**config.mk**
```make
export PLATFORM = sky130hd
export DESIGN_NAME = pwr_halt_ctrl
export DESIGN_NICKNAME = d
export VERILOG_FILES = /design/src/rtl/pwr_halt_pkg.sv /design/src/rtl/pwr_halt_fsm.sv /design/src/rtl/pwr_halt_dly.sv /design/src/rtl/pwr_halt_out.sv /design/src/rtl/pwr_halt_ctrl.sv
export SDC_FILE = /design/constraint.sdc
export NUM_CORES = 1
export LEC_CHECK = 0
export BUFFER_PORTS_ARGS = -buffer_cell sky130_fd_sc_hd__buf_4
export CORE_UTILIZATION = 50
export DETAILED_ROUTE_END_ITERATION = 10
export GPL_ROUTABILITY_DRIVEN = 0
export PLACE_DENSITY = 0.74
export REMOVE_ABC_BUFFERS = 1
export SKIP_LAST_GASP = 1
export SLEW_MARGIN = 20
export SYNTH_ARGS = -nofsm -noshare
export SYNTH_HDL_FRONTEND = slang
export SYNTH_HIERARCHICAL = 1
export SYNTH_SLANG_ARGS = --single-unit
```
**constraint.sdc**
```tcl
create_clock -name clk -period 2.4 [get_ports clk]
set_input_delay 0.12 -clock clk [delete_from_list [all_inputs] [get_ports clk]]
set_output_delay 0.12 -clock clk [all_outputs]
set_load 0.01 [all_outputs]
```
**src/rtl/pwr_halt_pkg.sv**
```systemverilog
package pwr_halt_pkg;

  typedef enum logic [4:0] {
    ST_RUN   = 5'b00001,
    ST_HALT  = 5'b00010,
    ST_AHALT = 5'b00100,
    ST_RDLY  = 5'b01000,
    ST_FETCH = 5'b10000
  } pstate_e;

  localparam logic [1:0] IMASK_WAKE = 2'b10;

endpackage

```
**src/rtl/pwr_halt_fsm.sv**
```systemverilog
module pwr_halt_fsm
  import pwr_halt_pkg::*;
#(
  parameter int NUM_IRQ = 4
) (
  input  logic               clk,
  input  logic               rst,
  input  logic               halt_req,
  input  logic               tmr_irq_en,
  input  logic [NUM_IRQ-1:0] irq_pend,
  input  logic               rst_req,
  input  logic               wdg_active,
  input  logic               dly_done,
  output pstate_e            state_q,
  output pstate_e            state_d,
  output logic               wdg_trip
);

  // Bit 0 is the wake timer, which is stopped in plain Halt.
  localparam logic [NUM_IRQ-1:0] EXT_MASK = {{(NUM_IRQ-1){1'b1}}, 1'b0};

  logic any_irq;
  logic ext_irq;

  assign any_irq = |irq_pend;
  assign ext_irq = |(irq_pend & EXT_MASK);

  always_comb begin
    state_d  = state_q;
    wdg_trip = 1'b0;
    if (rst_req) begin
      state_d = ST_RDLY;
    end else begin
      case (state_q)
        ST_RUN: begin
          if (halt_req) begin
            if (tmr_irq_en)      state_d = ST_AHALT;
            else if (wdg_active) wdg_trip = 1'b1;
            else                 state_d = ST_HALT;
          end
        end
        ST_HALT:  if (ext_irq)  state_d = ST_FETCH;
        ST_AHALT: if (any_irq)  state_d = ST_FETCH;
        ST_RDLY:  if (dly_done) state_d = ST_FETCH;
        ST_FETCH: state_d = ST_RUN;
        default:  state_d = ST_RUN;
      endcase
    end
  end

  always_ff @(posedge clk) begin
    if (rst) state_q <= ST_RUN;
    else     state_q <= state_d;
  end

endmodule

```
**src/rtl/pwr_halt_dly.sv**
```systemverilog
module pwr_halt_dly #(
  parameter int DLY_SHORT = 256,
  parameter int DLY_LONG  = 4096
) (
  input  logic clk,
  input  logic rst,
  input  logic load,
  input  logic dly_sel,
  input  logic run,
  output logic done
);

  localparam int CNT_W = $clog2(DLY_LONG);
  localparam logic [CNT_W-1:0] LIM_S = CNT_W'(DLY_SHORT - 1);
  localparam logic [CNT_W-1:0] LIM_L = CNT_W'(DLY_LONG - 1);

  logic [CNT_W-1:0] cnt;

  always_ff @(posedge clk) begin
    if (rst)                     cnt <= '0;
    else if (load)               cnt <= dly_sel ? LIM_L : LIM_S;
    else if (run && cnt != '0)   cnt <= cnt - 1'b1;
  end

  assign done = run && (cnt == '0);

endmodule

```
**src/rtl/pwr_halt_out.sv**
```systemverilog
module pwr_halt_out
  import pwr_halt_pkg::*;
(
  input  logic       clk,
  input  logic       rst,
  input  pstate_e    state_q,
  input  pstate_e    state_d,
  input  logic       wdg_trip,
  output logic       cpu_clk_en,
  output logic       per_clk_en,
  output logic       osc_clk_en,
  output logic       wtmr_clk_en,
  output logic       imask_wr,
  output logic [1:0] imask_val,
  output logic       vec_fetch,
  output logic       wdg_rst
);

  logic cpu_d, per_d, osc_d, wtmr_d, imw_d;

  always_comb begin
    cpu_d = 1'b1; per_d = 1'b1; osc_d = 1'b1; wtmr_d = 1'b1;
    case (state_d)
      ST_HALT:  begin cpu_d = 1'b0; per_d = 1'b0; osc_d = 1'b0; wtmr_d = 1'b0; end
      ST_AHALT: begin cpu_d = 1'b0; per_d = 1'b0; end
      ST_RDLY:  begin cpu_d = 1'b0; per_d = 1'b0; wtmr_d = 1'b0; end
      default:  ;
    endcase
  end

  assign imw_d = (state_d == ST_AHALT) && (state_q != ST_AHALT);

  always_ff @(posedge clk) begin
    if (rst) begin
      cpu_clk_en  <= 1'b1;
      per_clk_en  <= 1'b1;
      osc_clk_en  <= 1'b1;
      wtmr_clk_en <= 1'b1;
      imask_wr    <= 1'b0;
      imask_val   <= 2'b00;
      vec_fetch   <= 1'b0;
      wdg_rst     <= 1'b0;
    end else begin
      cpu_clk_en  <= cpu_d;
      per_clk_en  <= per_d;
      osc_clk_en  <= osc_d;
      wtmr_clk_en <= wtmr_d;
      imask_wr    <= imw_d;
      imask_val   <= imw_d ? IMASK_WAKE : 2'b00;
      vec_fetch   <= (state_d == ST_FETCH);
      wdg_rst     <= wdg_trip;
    end
  end

endmodule

```
**src/rtl/pwr_halt_ctrl.sv**
```systemverilog
module pwr_halt_ctrl
  import pwr_halt_pkg::*;
#(
  parameter int NUM_IRQ   = 4,
  parameter int DLY_SHORT = 256,
  parameter int DLY_LONG  = 4096
) (
  input  logic               clk,
  input  logic               rst,
  input  logic               halt_req,
  input  logic               tmr_irq_en,
  input  logic [NUM_IRQ-1:0] irq_pend,
  input  logic               rst_req,
  input  logic               wdg_active,
  input  logic               dly_sel,
  output logic               cpu_clk_en,
  output logic               per_clk_en,
  output logic               osc_clk_en,
  output logic               wtmr_clk_en,
  output logic               imask_wr,
  output logic [1:0]         imask_val,
  output logic               vec_fetch,
  output logic               wdg_rst
);

  pstate_e state_q, state_d;
  logic    wdg_trip;
  logic    dly_done;
  logic    in_dly;

  assign in_dly = (state_q == ST_RDLY);

  pwr_halt_fsm #(.NUM_IRQ(NUM_IRQ)) u_fsm (
    .clk        (clk),
    .rst        (rst),
    .halt_req   (halt_req),
    .tmr_irq_en (tmr_irq_en),
    .irq_pend   (irq_pend),
    .rst_req    (rst_req),
    .wdg_active (wdg_active),
    .dly_done   (dly_done),
    .state_q    (state_q),
    .state_d    (state_d),
    .wdg_trip   (wdg_trip)
  );

  pwr_halt_dly #(.DLY_SHORT(DLY_SHORT), .DLY_LONG(DLY_LONG)) u_dly (
    .clk     (clk),
    .rst     (rst),
    .load    (rst_req),
    .dly_sel (dly_sel),
    .run     (in_dly),
    .done    (dly_done)
  );

  pwr_halt_out u_out (
    .clk         (clk),
    .rst         (rst),
    .state_q     (state_q),
    .state_d     (state_d),
    .wdg_trip    (wdg_trip),
    .cpu_clk_en  (cpu_clk_en),
    .per_clk_en  (per_clk_en),
    .osc_clk_en  (osc_clk_en),
    .wtmr_clk_en (wtmr_clk_en),
    .imask_wr    (imask_wr),
    .imask_val   (imask_val),
    .vec_fetch   (vec_fetch),
    .wdg_rst     (wdg_rst)
  );

endmodule

```
== After elaboration in Yosys (flattened, before gate mapping) ==
Index checks and enable logic that the tools add are counted.

* Bits in registers: 25
* Output and inout bits: 9

* Eq/ne operators: 9
* Bitwise operators: 2
* Muxes and demuxes: 16
* Reductions and logical operators: 11
* Add/sub/neg operators: 1

{| class="wikitable"
|+ Operators by type and width
! cell !! number
|-
| $mux W12 || 3
|-
| $mux W5 || 7
|-
| $pmux W5 S4 || 1
|-
| $logic_not A12 Y1 || 1
|-
| $reduce_bool A12 Y1 || 1
|-
| $sub A12 B1 Y12 const B || 1
|-
| $eq A5 B2 Y1 const B || 2
|-
| $eq A5 B3 Y1 const B || 2
|-
| $eq A5 B4 Y1 const B || 2
|-
| $reduce_or A3 Y1 || 2
|-
| $eq A5 B1 Y1 const B || 1
|-
| $eq A5 B5 Y1 const B || 1
|-
| $ne A5 B3 Y1 const B || 1
|-
| $reduce_or A5 Y1 || 1
|-
| $mux W1 || 4
|-
| $reduce_or A4 Y1 || 1
|-
| $logic_and A1 B1 Y1 || 3
|-
| $mux W2 || 1
|-
| $not A1 Y1 || 2
|-
| $reduce_bool A2 Y1 || 1
|-
| $reduce_or A2 Y1 || 1
|}

== Longest topological paths before layout ==
* Depth after elaboration: 8
* Gate-level depth with buffers: 9
* Gate-level depth less buffers: 9

== Modules after synthesis ==
The synthesis kept the hierarchy.

{| class="wikitable"
|+ Modules (own cells, without submodules)
! module !! area each (µm²) !! cells each !! instances
|-
| pwr_halt_dly || 721.9 || 75 || 1
|-
| pwr_halt_fsm || 381.6 || 47 || 1
|-
| pwr_halt_out || 242.7 || 24 || 1
|-
| pwr_halt_ctrl || 12.5 || 2 || 1
|}

== Worst setup path after synthesis ==
OpenSTA, ideal clock, no wires.

* Path type: reg2reg
* From: reg u_dly.cnt[3]
* To: reg u_out.per_clk_en
* Period minus slack after synthesis: 2295 ps
* Required time: 2256 ps
* Buffers on the path: 0
* Cell stages (with the launch flop): 8
* Data arrival time: 2150 ps
* Setup slack: 105 ps
* Cells stage by stage: dfxtp_1 or4_4 or4_4 nor3b_1 inv_1 a21o_1 o21ai_0 o211ai_1

* Word-level cells in the longest chain between the ends: 8
* Elaborated cells between the ends (all ways): 10
* Those cells by class: eq/ne: 3; mux: 4; reduce/logical: 3

{| class="wikitable"
|+ RTL lines
! element !! RTL line !! text
|-
| from (decl) || pwr_halt_dly.sv:17 || <nowiki>logic [CNT_W-1:0] cnt;</nowiki>
|-
| from (signal assigned) || pwr_halt_dly.sv:21 || <nowiki>else if (load) cnt <= dly_sel ? LIM_L : LIM_S;</nowiki>
|-
| from (signal assigned) || pwr_halt_dly.sv:22 || <nowiki>else if (run && cnt != '0) cnt <= cnt - 1'b1;</nowiki>
|-
| $logic_not A12 Y1 * || pwr_halt_dly.sv:25 || <nowiki>assign done = run && (cnt == '0);</nowiki>
|-
| $logic_and A1 B1 Y1 * || pwr_halt_dly.sv:25 ||
|-
| named net dly_done || pwr_halt_ctrl.sv:28 || <nowiki>logic dly_done;</nowiki>
|-
| $mux W5 * || pwr_halt_fsm.sv:44 || <nowiki>ST_RDLY: if (dly_done) state_d = ST_FETCH;</nowiki>
|-
| $pmux W5 S4 * || pwr_halt_fsm.sv:34 || <nowiki>case (state_q)</nowiki>
|-
| $mux W5 * || pwr_halt_fsm.sv:31 || <nowiki>if (rst_req) begin</nowiki>
|-
| named net state_d[3] || pwr_halt_ctrl.sv:26 || <nowiki>pstate_e state_q, state_d;</nowiki>
|-
| $eq A5 B2 Y1 (tied with other cells) || pwr_halt_out.sv:23 || <nowiki>case (state_d)</nowiki>
|-
| $reduce_or A3 Y1 (no line) * || -- ||
|-
| $mux W1 * || pwr_halt_out.sv:23 ||
|-
| to (signal assigned) || pwr_halt_out.sv:45 || <nowiki>per_clk_en <= per_d;</nowiki>
|-
| to (decl) || pwr_halt_out.sv:10 || <nowiki>output logic per_clk_en,</nowiki>
|}

The timed path passes the listed nets; every way through them passes the cells marked *.
A chain may end at the register's enable or synchronous reset.

== Worst setup path after layout ==
* From: reg u_dly.cnt[5]
* To: reg u_out.imask_val[1]

* Word-level cells in the longest chain between the ends: 8

{| class="wikitable"
|+ RTL lines
! element !! RTL line !! text
|-
| $logic_not A12 Y1 || pwr_halt_dly.sv:25 ||
|-
| $logic_and A1 B1 Y1 || pwr_halt_dly.sv:25 ||
|-
| named net dly_done || pwr_halt_ctrl.sv:28 ||
|-
| $mux W5 || pwr_halt_fsm.sv:44 ||
|-
| $pmux W5 S4 || pwr_halt_fsm.sv:34 ||
|-
| $mux W5 || pwr_halt_fsm.sv:31 ||
|-
| named net state_d[4] || pwr_halt_ctrl.sv:26 ||
|-
| $eq A5 B3 Y1 || pwr_halt_out.sv:31 || <nowiki>assign imw_d = (state_d == ST_AHALT) && (state_q != ST_AHALT);</nowiki>
|-
| $logic_and A1 B1 Y1 || pwr_halt_out.sv:31 ||
|-
| $mux W2 || pwr_halt_out.sv:49 || <nowiki>imask_val <= imw_d ? IMASK_WAKE : 2'b00;</nowiki>
|-
| to (signal assigned) || pwr_halt_out.sv:49 ||
|-
| to (decl) || pwr_halt_out.sv:14 || <nowiki>output logic [1:0] imask_val,</nowiki>
|}

The timed path passes the listed nets, and every way through them passes these cells.

==> results.rst <==
.. list-table::
   :header-rows: 1

   * - Metric
     - Value
   * - Routed wirelength normalized by instance count
     - 15.7 um
   * - Startpoint-to-endpoint class of the critical path
     - reg2reg
   * - Number of antenna repair diodes
     - 0
   * - Worst setup startpoint
     - u_dly/cnt[5]$_SDFFE_PP0P_
   * - Share of power burned in the clock network
     - 22.9%
   * - Wire length on met3
     - about 100 um
   * - H-tree depth
     - 1
   * - Minimum clock period
     - between 2000 and 2500 ps
   * - CTS tree
     - yes
   * - Final worst clock skew
     - 4.84 ps
   * - Setup crit start kind
     - flop
   * - Flip-flop and latch count after synthesis
     - 23
   * - Outcome
     - completed
   * - Top cell type by total area after synthesis
     - dfxtp_1
   * - Number of buffers added on ports
     - 18
   * - Data arrival time of the critical path
     - 2530 ps
   * - RSZ-0062 raised after global routing
     - true
   * - Distinct cells, synth
     - 54
   * - Number of enable-type register cells in the synthesized netlist
     - 0
   * - Count of synthesis-stage warnings from yosys
     - 6
   * - IR Drop Worst-Case VDD
     - between 0.3 and 0.4 mV
   * - Routed WL
     - roughly 3100 um
   * - Leakage power
     - 0.580 nW
   * - Initial antenna violation count
     - 0
   * - Global-route wire length before repair
     - 5060 um
   * - Count of nets after finishing
     - 184
   * - Number of cell rows
     - 18
   * - Count of cells along the worst register-to-register path
     - 7
   * - Clock root buffer
     - clkbuf_4
   * - Final-report hold violation count
     - 0
   * - Number of iterations in the first detailed-routing pass
     - 4
   * - Post-CTS clock slew at the launch and capture registers of the worst setup and hold paths
     - 130 ps
   * - Maximum number of pins on one net before global-route repair
     - 18
   * - Vias in the first global route
     - ~1200
   * - Total routing usage reported by global routing
     - 23.7%
   * - Clock tree sinks
     - 23
   * - Transition time of the tightest slew-check pin
     - 536 ps
   * - Effective utilization at floorplan
     - 53.9%
   * - Met2 wire len
     - 1570 um
   * - Internal power component
     - 0.548 mW
   * - Number of DRC violations after detailed-routing iteration 0
     - 23
   * - Share of post-route cells with drive strength above 1
     - about a quarter
   * - Sequential share of power
     - 54.2%
   * - Maxcap violations
     - 0
   * - Register cell area after layout
     - 460 um^2
   * - Area of the die
     - roughly 2900 um^2
   * - Type of the tightest min-delay check
     - in2reg
   * - Power density over the cells
     - 498 nW/um^2
   * - Routed vias
     - 1247
   * - Tcrit/Tclk final
     - 96.0%
   * - Worst reg2reg startpoint
     - u_dly/cnt[5]$_SDFFE_PP0P_
   * - Worst Min Path Start
     - rst
   * - Overall die width
     - between 50 and 60 um
   * - I/O pin cnt
     - 20
   * - Routed metal-1 wirelength
     - 1420 um
   * - Post-detailed-route count of antenna-violating nets
     - 0
   * - Area occupied by multi-input gates
     - approximately 850 um^2
   * - Number of cells produced by synthesis
     - 148
   * - Fill count
     - 229
   * - Layout-stage area growth over the synthesis result
     - 16.9%
   * - Post-Place Setup Slack
     - about 74 ps
   * - Mapped Avg Cell Area
     - roughly 9 um^2
   * - Rel. slew slack
     - 64.1%
   * - Register-to-Register Setup Slack
     - 100 ps
   * - Number of pins exceeding their max-slew limit in the final report
     - 0
   * - Tightest hold margin
     - 117 ps
   * - Combinational share of power
     - between 20% and 30%
   * - Cell Area, Synth
     - 1360 um^2
   * - Power dissipated by switching net loads
     - 0.243 mW
   * - Most instantiated flip-flop cell in the synthesis netlist
     - dfxtp_1
   * - Async S/R FF share, synth
     - 0%
   * - Crit. End Element
     - flop
   * - Die height
     - 54.1 um
   * - Cell types with the largest area share after synthesis
     - dfxtp_1 (34%), nor4_1 (3.7%), xor2_1 (3.2%)
   * - Via/cell ratio
     - approximately 6.2
   * - Sw Ratio
     - 30.7%
   * - Highest metal layer with signal wires
     - met4
   * - Maximum root-to-sink buffer count
     - 2
   * - Setup violation total in the final timing report
     - 0
   * - Register area share after synthesis
     - between 30% and 40%
   * - DRC
     - 0
   * - CORE AREA
     - 2520 um^2
   * - Total congestion overflow after global routing
     - 0
   * - Fin worst setup slack
     - 97.1 ps
   * - Dpl hpwl
     - 2240 um
   * - Fraction of synthesized cell area taken by the top area cell type
     - 33.9%
   * - Clock latency of the later-clocked register in the worst-skew pair
     - 310 ps
   * - Num CTS Buffers
     - 3
   * - Maximum clock frequency
     - 434 MHz
   * - Required time worst endpoint
     - 2620 ps
   * - Capture point of the worst reg-to-reg path
     - u_out/imask_val[1]$_SDFF_PP0_
   * - Endpoint of the most critical setup path
     - u_out/imask_val[1]$_SDFF_PP0_
   * - Maximum fanout along the worst path
     - 5
power groups by stage:
stage	sequential [mW]	combinational [mW]	clock (mW)
6_report	0.429	0.181	0.181
5_1_grt	0.432	0.199	0.200
4_1_cts	0.426	0.175	0.187
3_5_place_dp	0.435	0.174	0
3_3_place_gp	0.433	0.167	0
2_1_floorplan	0.436	0.102	0
synth_stat cells, drive strengths merged (2+ instances only):
library cell and number:
nand3b 2, nor4 8, buf 5, a21boi 2, o31ai 2, nor3 10, nand2b 5, or3 3
nor4b 5, nand2 5, xor2 5, clkbuf 2, dfxtp 23, a211oi 3, nor3b 3, nor2 10
o41ai 2, a21oi 5, nand3 2, o31a 4, a311oi 2, a31oi 2, or4 3, nor2b 6
xnor2 2, ha 2, inv 6
critical path, stage by stage, from the launching register on:
cell and delay, ps:
dfxtp_1 380, or4_4 490, or4_4 470, nor3b_2 240, a211oi_1 140, nor2_1 220
nor3_2 120, o2111a_1 150
per-stage QoR:
step	instance area [um^2]	total power [mW]	setup TNS [ps]	std cells	utilization, %
global route	1590	0.830	-37.3	200	63.0
CTS	1570	0.788	0	200	62.1
global placement	1540	0.599	0	196	61.0
finish	1590	0.791	0	200	63.0
detailed placement	1540	0.609	0	196	61.0
floorplan	1310	0.539	0	141	-
how the worst min path moves through the flow:
stage	depth (start not counted)	endpoint	slack, ps
6_report	2	u_dly/cnt[1]$_SDFFE_PP0P_	120
5_1_grt	2	u_fsm/state_q[3]$_SDFF_PP0_	130
4_1_cts	2	u_dly/cnt[1]$_SDFFE_PP0P_	110
3_5_place_dp	2	u_dly/cnt[1]$_SDFFE_PP0P_	450
3_3_place_gp	2	u_dly/cnt[1]$_SDFFE_PP0P_	440
2_1_floorplan	1	u_dly/cnt[0]$_SDFFE_PP0P_	190
area by class of cell:
class,instances,area share [%]
Multi-Input combinational cell,112,53.7
Sequential cell,23,29.0
Timing Repair Buffer,25,11.8
Tap cell,30,2.36
Clock buffer,3,1.42
Inverter,6,1.42
Clock inverter,1,0.315
layout by cell type (no fill, tap or decap), drive strengths merged, types with 4 or more instances in the layout:
cell and instances:
inv 6, nand2b 5, xor2 5, nor4 8, nor3 10, nand2 5
dfxtp 23, nor2 10, o31a 4, a21oi 5, nor4b 5, nor2b 6
buf 25
registers in the layout, indices dropped and copies added, names as in the netlist:
register,cells
u_out/imask_val,1
u_out/per_clk_en,1
u_out/vec_fetch,1
u_out/osc_clk_en,1
u_out/wtmr_clk_en,1
u_out/wdg_rst,1
u_dly/cnt,12
u_fsm/state_q,5
per-layer routing:
metal | up-vias | GRT usage, %
li1 | 600 | -
met1 | 600 | 31.1
met2 | 39 | 39.2
met3 | 8 | 2.54
met4 | 0 | 9.40
met5 | - | 0
kinds of logic (layout without fill, tap and decap cells):
logic type | Yosys count | after routing | synth area share [%]
DFF | 23 | 23 | 33.9
and+or+nand+nor | 70 | 70 | 33.2
xor gates and xnor gates | 7 | 7 | 4.51
adders and majority gates | 2 | 2 | 1.84
muxes | 1 | 1 | 0.829
buffers and inverters | 13 | 35 | 5.06
AOI/OAI and AO/OA | 31 | 31 | 20.4
other | 1 | 1 | 0.276
what timing repair did:
item | 4_1_cts | 5_1_grt
setup buffers | 0 | 0
endpoints found under the hold margin | 0 | 0
hold buffers | 0 | 0
endpoints found under the setup margin | 0 | 8
gates resized for setup | 0 | 6
Power figures use the tool's default switching activity.
